`src/rtl/irq_steer_pkg.sv`:
```
package irq_steer_pkg;
  localparam int WORD_W  = 32;
  localparam int LVL_N   = 16;
  localparam int LVL_W   = 4;
  localparam int DEV_W   = 31;
  localparam int MASTER  = 31;

  // device line positions
  localparam int SRC_MOD_ERR = 30;
  localparam int SRC_FLOPPY  = 22;
  localparam int SRC_VIDEO   = 20;
  localparam int SRC_SYS_TMR = 19;
  localparam int SRC_SCSI    = 18;
  localparam int SRC_AUDIO   = 17;
  localparam int SRC_ENET    = 16;
  localparam int SRC_SERIAL  = 15;
  localparam int SRC_KBD     = 14;
  localparam int SRC_XBUS0   = 7;
  localparam int SRC_BPLANE0 = 0;
  localparam int SLOT_N      = 6;

  typedef enum logic [1:0] {
    C_PEND = 2'd0,
    C_CLR  = 2'd1,
    C_SET  = 2'd2
  } cpu_off_e;

  typedef enum logic [2:0] {
    G_PEND = 3'd0,
    G_MASK = 3'd1,
    G_MCLR = 3'd2,
    G_MSET = 3'd3,
    G_TGT  = 3'd4
  } glb_off_e;

  function automatic int slot_level(input int s);
    case (s)
      0:       return 2;
      1:       return 3;
      2:       return 5;
      3:       return 7;
      4:       return 9;
      default: return 11;
    endcase
  endfunction

  // fold device lines onto processor levels
  function automatic logic [LVL_N-1:0] dev_levels(input logic [DEV_W-1:0] d);
    logic [LVL_N-1:0] l;
    l = '0;
    for (int s = 0; s < SLOT_N; s++) begin
      l[slot_level(s)] = l[slot_level(s)] | d[SRC_XBUS0+s] | d[SRC_BPLANE0+s];
    end
    l[9]  = l[9]  | d[SRC_MOD_ERR];
    l[11] = l[11] | d[SRC_FLOPPY];
    l[4]  = d[SRC_SCSI];
    l[6]  = d[SRC_ENET];
    l[8]  = d[SRC_VIDEO];
    l[10] = d[SRC_SYS_TMR];
    l[12] = d[SRC_SERIAL] | d[SRC_KBD];
    l[13] = d[SRC_AUDIO];
    return l;
  endfunction
endpackage

```
`src/rtl/irq_glb_regs.sv`:
```
module irq_glb_regs
  import irq_steer_pkg::*;
#(
  parameter int TGT_W = 2
) (
  input  logic              clk,
  input  logic              rst,
  input  logic              mclr_we,
  input  logic              mset_we,
  input  logic              tgt_we,
  input  logic [WORD_W-1:0] wdata,
  output logic [WORD_W-1:0] mask_q,
  output logic [TGT_W-1:0]  tgt_q
);
  always_ff @(posedge clk) begin
    if (rst) begin
      mask_q <= '1;
      tgt_q  <= '0;
    end else begin
      if (mclr_we) mask_q <= mask_q & ~wdata;
      if (mset_we) mask_q <= mask_q | wdata;
      if (tgt_we)  tgt_q  <= wdata[TGT_W-1:0];
    end
  end


  mask_set_chk: assert property (@(posedge clk) disable iff (rst)
    mset_we |=> ((mask_q & $past(wdata)) == $past(wdata)));

  mask_clr_chk: assert property (@(posedge clk) disable iff (rst)
    mclr_we |=> ((mask_q & $past(wdata)) == '0));

  mask_rst_chk: assert property (@(posedge clk) disable iff (rst)
    $past(rst) |-> (mask_q == '1 && tgt_q == '0));
endmodule

```
`src/rtl/irq_soft_regs.sv`:
```
module irq_soft_regs
  import irq_steer_pkg::*;
#(
  parameter int NUM_CPUS = 4
) (
  input  logic                      clk,
  input  logic                      rst,
  input  logic [NUM_CPUS-1:0]       set_we,
  input  logic [NUM_CPUS-1:0]       clr_we,
  input  logic [LVL_N-1:0]          wbits,
  output logic [NUM_CPUS*LVL_N-1:0] soft_q
);
  for (genvar c = 0; c < NUM_CPUS; c++) begin : g_cpu
    logic [LVL_N-1:0] bits_q;

    always_ff @(posedge clk) begin
      if (rst) begin
        bits_q <= '0;
      end else if (set_we[c]) begin
        bits_q <= bits_q | wbits;
      end else if (clr_we[c]) begin
        bits_q <= bits_q & ~wbits;
      end
    end

    assign soft_q[c*LVL_N +: LVL_N] = bits_q;


    soft_set_chk: assert property (@(posedge clk) disable iff (rst)
      set_we[c] |=> ((bits_q & $past(wbits)) == $past(wbits)));

    soft_clr_chk: assert property (@(posedge clk) disable iff (rst)
      (clr_we[c] && !set_we[c]) |=> ((bits_q & $past(wbits)) == '0));
  end
endmodule

```
`src/rtl/irq_lvl_enc.sv`:
```
module irq_lvl_enc
  import irq_steer_pkg::*;
(
  input  logic             clk,
  input  logic             rst,
  input  logic [LVL_N-1:0] req_i,
  output logic [LVL_W-1:0] pil_o
);
  logic [LVL_W-1:0] top_lvl;

  always_comb begin
    top_lvl = '0;
    for (int n = 1; n < LVL_N; n++) begin
      if (req_i[n]) top_lvl = LVL_W'(n);
    end
  end

  always_ff @(posedge clk) begin
    if (rst) pil_o <= '0;
    else     pil_o <= top_lvl;
  end


  enc_idle_chk: assert property (@(posedge clk) disable iff (rst)
    (!$past(rst) && ($past(req_i[LVL_N-1:1]) == '0)) |-> (pil_o == '0));

  enc_top_chk: assert property (@(posedge clk) disable iff (rst)
    (!$past(rst) && $past(req_i[LVL_N-1])) |-> (pil_o == '1));
endmodule

```
`src/rtl/irq_steer_ctrl.sv`:
```
module irq_steer_ctrl
  import irq_steer_pkg::*;
#(
  parameter int                NUM_CPUS = 4,
  parameter int                ADDR_W   = 10,
  parameter logic [ADDR_W-1:0] GLB_BASE = 10'h100
) (
  input  logic                      clk,
  input  logic                      rst,
  input  logic [ADDR_W-1:0]         bus_addr,
  input  logic                      bus_we,
  input  logic [WORD_W-1:0]         bus_wdata,
  output logic [WORD_W-1:0]         bus_rdata,
  input  logic [DEV_W-1:0]          dev_irq,
  input  logic [NUM_CPUS*LVL_N-1:0] cpu_hw_irq,
  output logic [NUM_CPUS*LVL_W-1:0] cpu_pil
);
  localparam int                TGT_W    = (NUM_CPUS > 1) ? $clog2(NUM_CPUS) : 1;
  localparam int                IDX_W    = ADDR_W - 4;
  localparam logic [ADDR_W-1:0] CPU_SPAN = ADDR_W'(NUM_CPUS * 16);

  // address decode
  logic             aligned, cpu_hit, glb_hit;
  logic [IDX_W-1:0] cpu_idx;
  logic [1:0]       cpu_off;
  logic [2:0]       glb_off;

  assign aligned = (bus_addr[1:0] == 2'b00);
  assign cpu_hit = aligned && (bus_addr < CPU_SPAN);
  assign glb_hit = aligned && (bus_addr[ADDR_W-1:5] == GLB_BASE[ADDR_W-1:5]);
  assign cpu_idx = bus_addr[ADDR_W-1:4];
  assign cpu_off = bus_addr[3:2];
  assign glb_off = bus_addr[4:2];

  logic [NUM_CPUS-1:0] set_we, clr_we;
  logic                mclr_we, mset_we, tgt_we;

  for (genvar c = 0; c < NUM_CPUS; c++) begin : g_strobe
    logic own;
    assign own       = bus_we && cpu_hit && (cpu_idx == IDX_W'(c));
    assign set_we[c] = own && (cpu_off == C_SET);
    assign clr_we[c] = own && (cpu_off == C_CLR);
  end

  assign mclr_we = bus_we && glb_hit && (glb_off == G_MCLR);
  assign mset_we = bus_we && glb_hit && (glb_off == G_MSET);
  assign tgt_we  = bus_we && glb_hit && (glb_off == G_TGT);

  logic [WORD_W-1:0]         mask_q;
  logic [TGT_W-1:0]          tgt_q;
  logic [NUM_CPUS*LVL_N-1:0] soft_q;

  irq_glb_regs #(.TGT_W(TGT_W)) u_glb (
    .clk     (clk),
    .rst     (rst),
    .mclr_we (mclr_we),
    .mset_we (mset_we),
    .tgt_we  (tgt_we),
    .wdata   (bus_wdata),
    .mask_q  (mask_q),
    .tgt_q   (tgt_q)
  );

  irq_soft_regs #(.NUM_CPUS(NUM_CPUS)) u_soft (
    .clk    (clk),
    .rst    (rst),
    .set_we (set_we),
    .clr_we (clr_we),
    .wbits  (bus_wdata[WORD_W-1:LVL_N]),
    .soft_q (soft_q)
  );

  // device masking and level folding
  logic [DEV_W-1:0] dev_open;
  logic [LVL_N-1:0] dev_lvl;

  assign dev_open = dev_irq & ~mask_q[DEV_W-1:0];
  assign dev_lvl  = mask_q[MASTER] ? '0 : dev_levels(dev_open);

  for (genvar c = 0; c < NUM_CPUS; c++) begin : g_cpu
    logic [LVL_N-1:0] req;
    logic             is_tgt;

    assign is_tgt = (tgt_q == TGT_W'(c));
    assign req    = soft_q[c*LVL_N +: LVL_N] | cpu_hw_irq[c*LVL_N +: LVL_N]
                  | (is_tgt ? dev_lvl : '0);

    irq_lvl_enc u_enc (
      .clk   (clk),
      .rst   (rst),
      .req_i (req),
      .pil_o (cpu_pil[c*LVL_W +: LVL_W])
    );
  end

  // registered read mux
  logic [WORD_W-1:0] rd_next;

  always_comb begin
    rd_next = '0;
    if (cpu_hit && (cpu_off == C_PEND)) begin
      for (int c = 0; c < NUM_CPUS; c++) begin
        if (cpu_idx == IDX_W'(c)) begin
          rd_next = {soft_q[c*LVL_N +: LVL_N], cpu_hw_irq[c*LVL_N +: LVL_N]};
        end
      end
    end else if (glb_hit) begin
      case (glb_off)
        G_PEND:  rd_next = {1'b0, dev_open};
        G_MASK:  rd_next = mask_q;
        G_TGT:   rd_next = WORD_W'(tgt_q);
        default: rd_next = '0;
      endcase
    end
  end

  always_ff @(posedge clk) begin
    if (rst) bus_rdata <= '0;
    else     bus_rdata <= rd_next;
  end


  no_alias_chk: assert property (@(posedge clk) disable iff (rst)
    (bus_we && !cpu_hit && !glb_hit) |=> ($stable(mask_q) && $stable(soft_q) && $stable(tgt_q)));

  master_block_chk: assert property (@(posedge clk) disable iff (rst)
    (mask_q[MASTER] && (soft_q == '0) && (cpu_hw_irq == '0)) |=> (cpu_pil == '0));
endmodule

```
`config.mk`:
```
export PLATFORM = sky130hd
export DESIGN_NAME = irq_steer_ctrl
export DESIGN_NICKNAME = d
export VERILOG_FILES = /design/src/rtl/irq_steer_pkg.sv /design/src/rtl/irq_glb_regs.sv /design/src/rtl/irq_soft_regs.sv /design/src/rtl/irq_lvl_enc.sv /design/src/rtl/irq_steer_ctrl.sv
export SDC_FILE = /design/constraint.sdc
export NUM_CORES = 1
export LEC_CHECK = 0
export BUFFER_PORTS_ARGS = -buffer_cell sky130_fd_sc_hd__buf_2
export CORE_ASPECT_RATIO = 0.8
export CORE_MARGIN = 2
export CORE_UTILIZATION = 59
export DETAILED_ROUTE_END_ITERATION = 7
export PLACE_DENSITY_LB_ADDON = 0.05
export SYNTH_ARGS = -nofsm -noshare
export SYNTH_HDL_FRONTEND = slang
export SYNTH_SLANG_ARGS = --single-unit
export TNS_END_PERCENT = 30
```
`constraint.sdc`:
```
create_clock -name clk -period 4.2 [get_ports clk]
set_input_delay 0 -clock clk [delete_from_list [all_inputs] [get_ports clk]]
set_output_delay 0 -clock clk [all_outputs]
set_load 0.02 [all_outputs]
```
; ---- Word level (Yosys, flattened, before mapping)
; Index checks and enable logic that the tools add are counted.
; W data, S select, Z words.
[totals]
elab_cells = 168
input_bits = 140
output_inout_bits = 48
reg_bits = 146
[classes]
reduce_logical = 30
n_eq_ne = 13
bitwise = 31
n_lt_le_gt_ge = 1
muxes = 82
[ops]
columns = operator, count
row1 = $mux W32, 8
row2 = $mux W16, 12
row3 = $or A16 B16 Y16, 12
row4 = $mux W4, 32
row5 = $pmux W32 S3, 1
row6 = $and A16 B16 Y16, 4
row7 = $mux W3, 16
row8 = $and A32 B32 Y32, 1
row9 = $not A32 Y32, 1
row10 = $or A32 B32 Y32, 1
row11 = $and A31 B31 Y31, 1
row12 = $not A31 Y31, 1
row13 = $logic_and A1 B1 Y1, 20
row14 = $mux W2, 8
row15 = $not A16 Y16, 1
row16 = $mux W14, 1
row17 = $eq A6 B2 Y1 const B, 2
row18 = $lt A10 B7 Y1 const B, 1
row19 = $reduce_bool A2 Y1, 5
row20 = $or A1 B1 Y1, 9
row21 = $eq A2 B2 Y1 const B, 3
row22 = $eq A3 B2 Y1 const B, 2
row23 = $eq A6 B1 Y1 const B, 1
row24 = $logic_not A2 Y1, 3
row25 = other kinds (7), 11

; ---- Logic depth before layout (Yosys ltp)
[logic_depth]
depth_word = 22
ltp_mapped = 8
ltp_nobuf = 6

; ---- Cells and area by module
; Synthesis repeated with hierarchy kept, for this count alone.
[hier_totals]
cells_unflattened = 843
hier_area_um2 = 8130.3
[modules_own_cells]
columns = module, area_per_inst_um2, n_inst, seq_area_each_um2, cells_per_inst
row1 = irq_steer_ctrl, 3113.0, 1, 640.6, 320
row2 = irq_soft_regs, 2872.8, 1, 1281.2, 295
row3 = irq_glb_regs, 1213.7, 1, 680.7, 112
row4 = irq_lvl_enc, 232.7, 4, 80.1, 29

; ---- Worst setup path after synthesis
; OpenSTA, ideal clock, no wires.
[synth_path]
path_kind = reg-to-reg
from = register with a tool-made name
to = register g_cpu[0].u_enc.pil_o[1]
path_slack_ns = 2.304
required_time_ns = 4.130
period_less_slack_ns = 1.896
setup_ns = 0.070
stages_incl_launch_ff = 7
n_path_buf = 1
arrival_time_ns = 1.825
cell_sequence = dfxtp_1 -> clkbuf_1 -> nor3b_1 -> a211o_1 -> a2111oi_0 -> o21ai_0 -> a21oi_1
[synth_rtl]
columns = item, line_no
row1 = end signal: assignment, irq_lvl_enc.sv:20  ; else pil_o <= top_lvl;
row2 = end: declaration, irq_lvl_enc.sv:7  ; output logic [LVL_W-1:0] pil_o

==> metrics.txt <==
Synth area leader dfxtp_1; pre-CTS setup slack 1.41 ns; ratio of cells with drive above 1 in the final layout 27.5%; core area 0.0130 mm2; final worst path period share 75.5%; Setup crit end kind flip-flop; min Tclk post-route 3.17 ns; ys async rst share 0%; I/O Buffers 187; Syn Area/Cell 9.02 um2; unrepaired setup endpoints after global routing no; Tot GR Track Use 43.7%; CTS sink cnt 146; Post-CTS Setup Inserts 0; Hold Path Class in -> reg; CTS H-Tree Depth 4; Tot Pwr 3.44 mW; Worst-Margin Slew 1.20 ns; cts hold-fix bufs 46; Post-Synthesis Cells 883; RD Place Congestion 1.05; vias per cell 7.08; Startpoint Class flip-flop; Crit Path Class reg -> reg; Leak Pwr 3.75 nW; #FFs+latches synth 146; drt wl/cell 25.5 um; number of synthesized flops with an enable pin 0; peak supply drop 0.393 mV; vias in the first global route 8003; DRC Markers 0; Setup Skew 0.00773 ns; final setup fails 0; DP Wirelength 21.7 mm; Yosys top cell area share 36.7%; synthesized area 0.00796 mm2; Final #Nets 1202; max incr delay on CP 0.92 ns; final-report max-slew violation count 0; maximum clock frequency 0.315 GHz; area delta synth->final 24.6%; top-level port count 188; Die Span X 134 um; Max Cap Violations 0; CP Max Fanout 9; row cnt 37; Worst Path Arrival 3.49 ns; Worst-path clk slew 0.07 ns; Routed Antenna Nets 0; root buffer cell clkbuf_16; Post-Syn Nets 1023; CTS tree built; final wirelength 31.8 mm; drt initial violations 1641; status finished, final reports clean; detailed-route via count 8856; CTS buffer count 17; Synth cell types 60; DR pass1 iterations 6; global-route wire length before repair 46.9 mm; sequential fraction of the synthesis area 36.7%; commonest non-fill, non-tap cell in the layout buf_2; Starting Density 61.2%; largest net degree at the start of global routing 69; setup TNS 0 ns; P per Cell Area 347 mW/mm2; antenna cell count 0; slowest CP cell nor3_1; ys flop type dfxtp_1; worst skew pair latency 0.44 ns; critical-path cell list nor2b_1 -> nor3_1 -> o21ai_0 -> a211oi_1 -> a21oi_1 -> o31a_1 -> dlygate4sd3_1; Die Area 0.0144 mm2; Post-CTS Resized 0; clk buf depth 2; die height 108 um; grt ovf 0; Slew headroom 19.3%; setup ws final 1.03 ns; most frequent cells in the layout 187 x buf_2, 146 x dfxtp_1, 118 x nand2_1, 81 x nor2_1, 48 x a32o_1; synth top area cells dfxtp_1 37%, mux4_2 9.1%, a32o_1 6.0%; antenna violations before repair 0; synth warn 0; CP Data Required Time 4.52 ns; hold slack 0.00405 ns; Final Hold Fails 0
==> final cells by class <==
class	count	area [um2]
clock buffers	18	429
clock inverters	14	201
fillers	929	3090
inverters	4	15.0
multi-input cells	647	4640
flip-flops and latches	146	2920
well taps	175	219
repair buffers	246	1490
==> cells by family after synthesis <==
kind of cell,after synthesis,synth area share (%)
AO/OA/AOI/OAI,320,31.1
flip-flops,146,36.7
AND/OR/NAND/NOR,292,17.4
XOR/XNOR,1,0.110
multiplexers,34,9.30
buffers and inverters,90,5.34
==> critical path, delay by kind of cell, from the launching register on <==
kind	cells	cell delay [ns]
buffers and inverters	1	0.56
flip-flops	1	0.41
AND/OR/NAND/NOR	2	1.02
AO/OA/AOI/OAI	4	1.05
==> per-layer routing <==
metal / up-vias / part of all wire [%] / global-route usage, %
li1: 3787 / - / -
met1: 4194 / 38 / 57.3
met2: 766 / 43 / 66.8
met3: 109 / 15 / 15.7
met4: 0 / 3.6 / 15.7
met5: - / 0 / 0
==> cell usage after synthesis, types with 4 or more instances <==
master and instances:
nand2b_1 7, buf_4 16, clkbuf_1 46, nor2b_1 19
nor4_1 20, a21boi_0 26, a31oi_1 12, o221ai_1 8
a21boi_1 5, a31o_2 16, nor2_1 82, a41oi_1 4
buf_1 7, nand2_1 118, a311o_1 33, nor3b_1 4
a22oi_1 31, a211o_1 8, dfxtp_1 146, a311oi_1 6
or3_1 5, a22o_1 11, nor3_1 17, o31ai_1 4
a21oi_1 32, buf_2 15, o21ai_0 45, o211ai_1 10
mux4_2 32, a211oi_1 8, a32o_1 48
==> path summary, 6_finish.rpt <==
kind / from / end / slack (ns) / depth (start not counted)
max: flip-flop / g_cpu[0].u_enc.pil_o[0] / 1.03 / 7
min: rst / bus_rdata[18] / 0.004 / 2
max reg2reg: flip-flop / g_cpu[0].u_enc.pil_o[0] / 1.03 / 7
min reg2reg: flip-flop / flip-flop / 0.50 / 1
==> where the power goes <==
group	internal [mW]	total (mW)	switching (mW)
sequential	1.40	1.40	0.00349
combinational	0.161	0.404	0.242
clock	1.00	1.64	0.639
total	2.56	3.44	0.885
==> stage by stage <==
| step | cell area (um2) | instances | util [%] |
|---|---|---|---|
| 3_5_place_dp | 8830 | 1172 | 67.9 |
| 2_1_floorplan | 7960 | 883 | - |
| 6_report | 9920 | 1250 | 76.3 |
| 3_3_place_gp | 8830 | 1172 | 67.9 |
| 4_1_cts | 9920 | 1250 | 76.3 |
| 5_1_grt | 9920 | 1250 | 76.3 |
No activity file was read; power rests on OpenSTA's default activity.
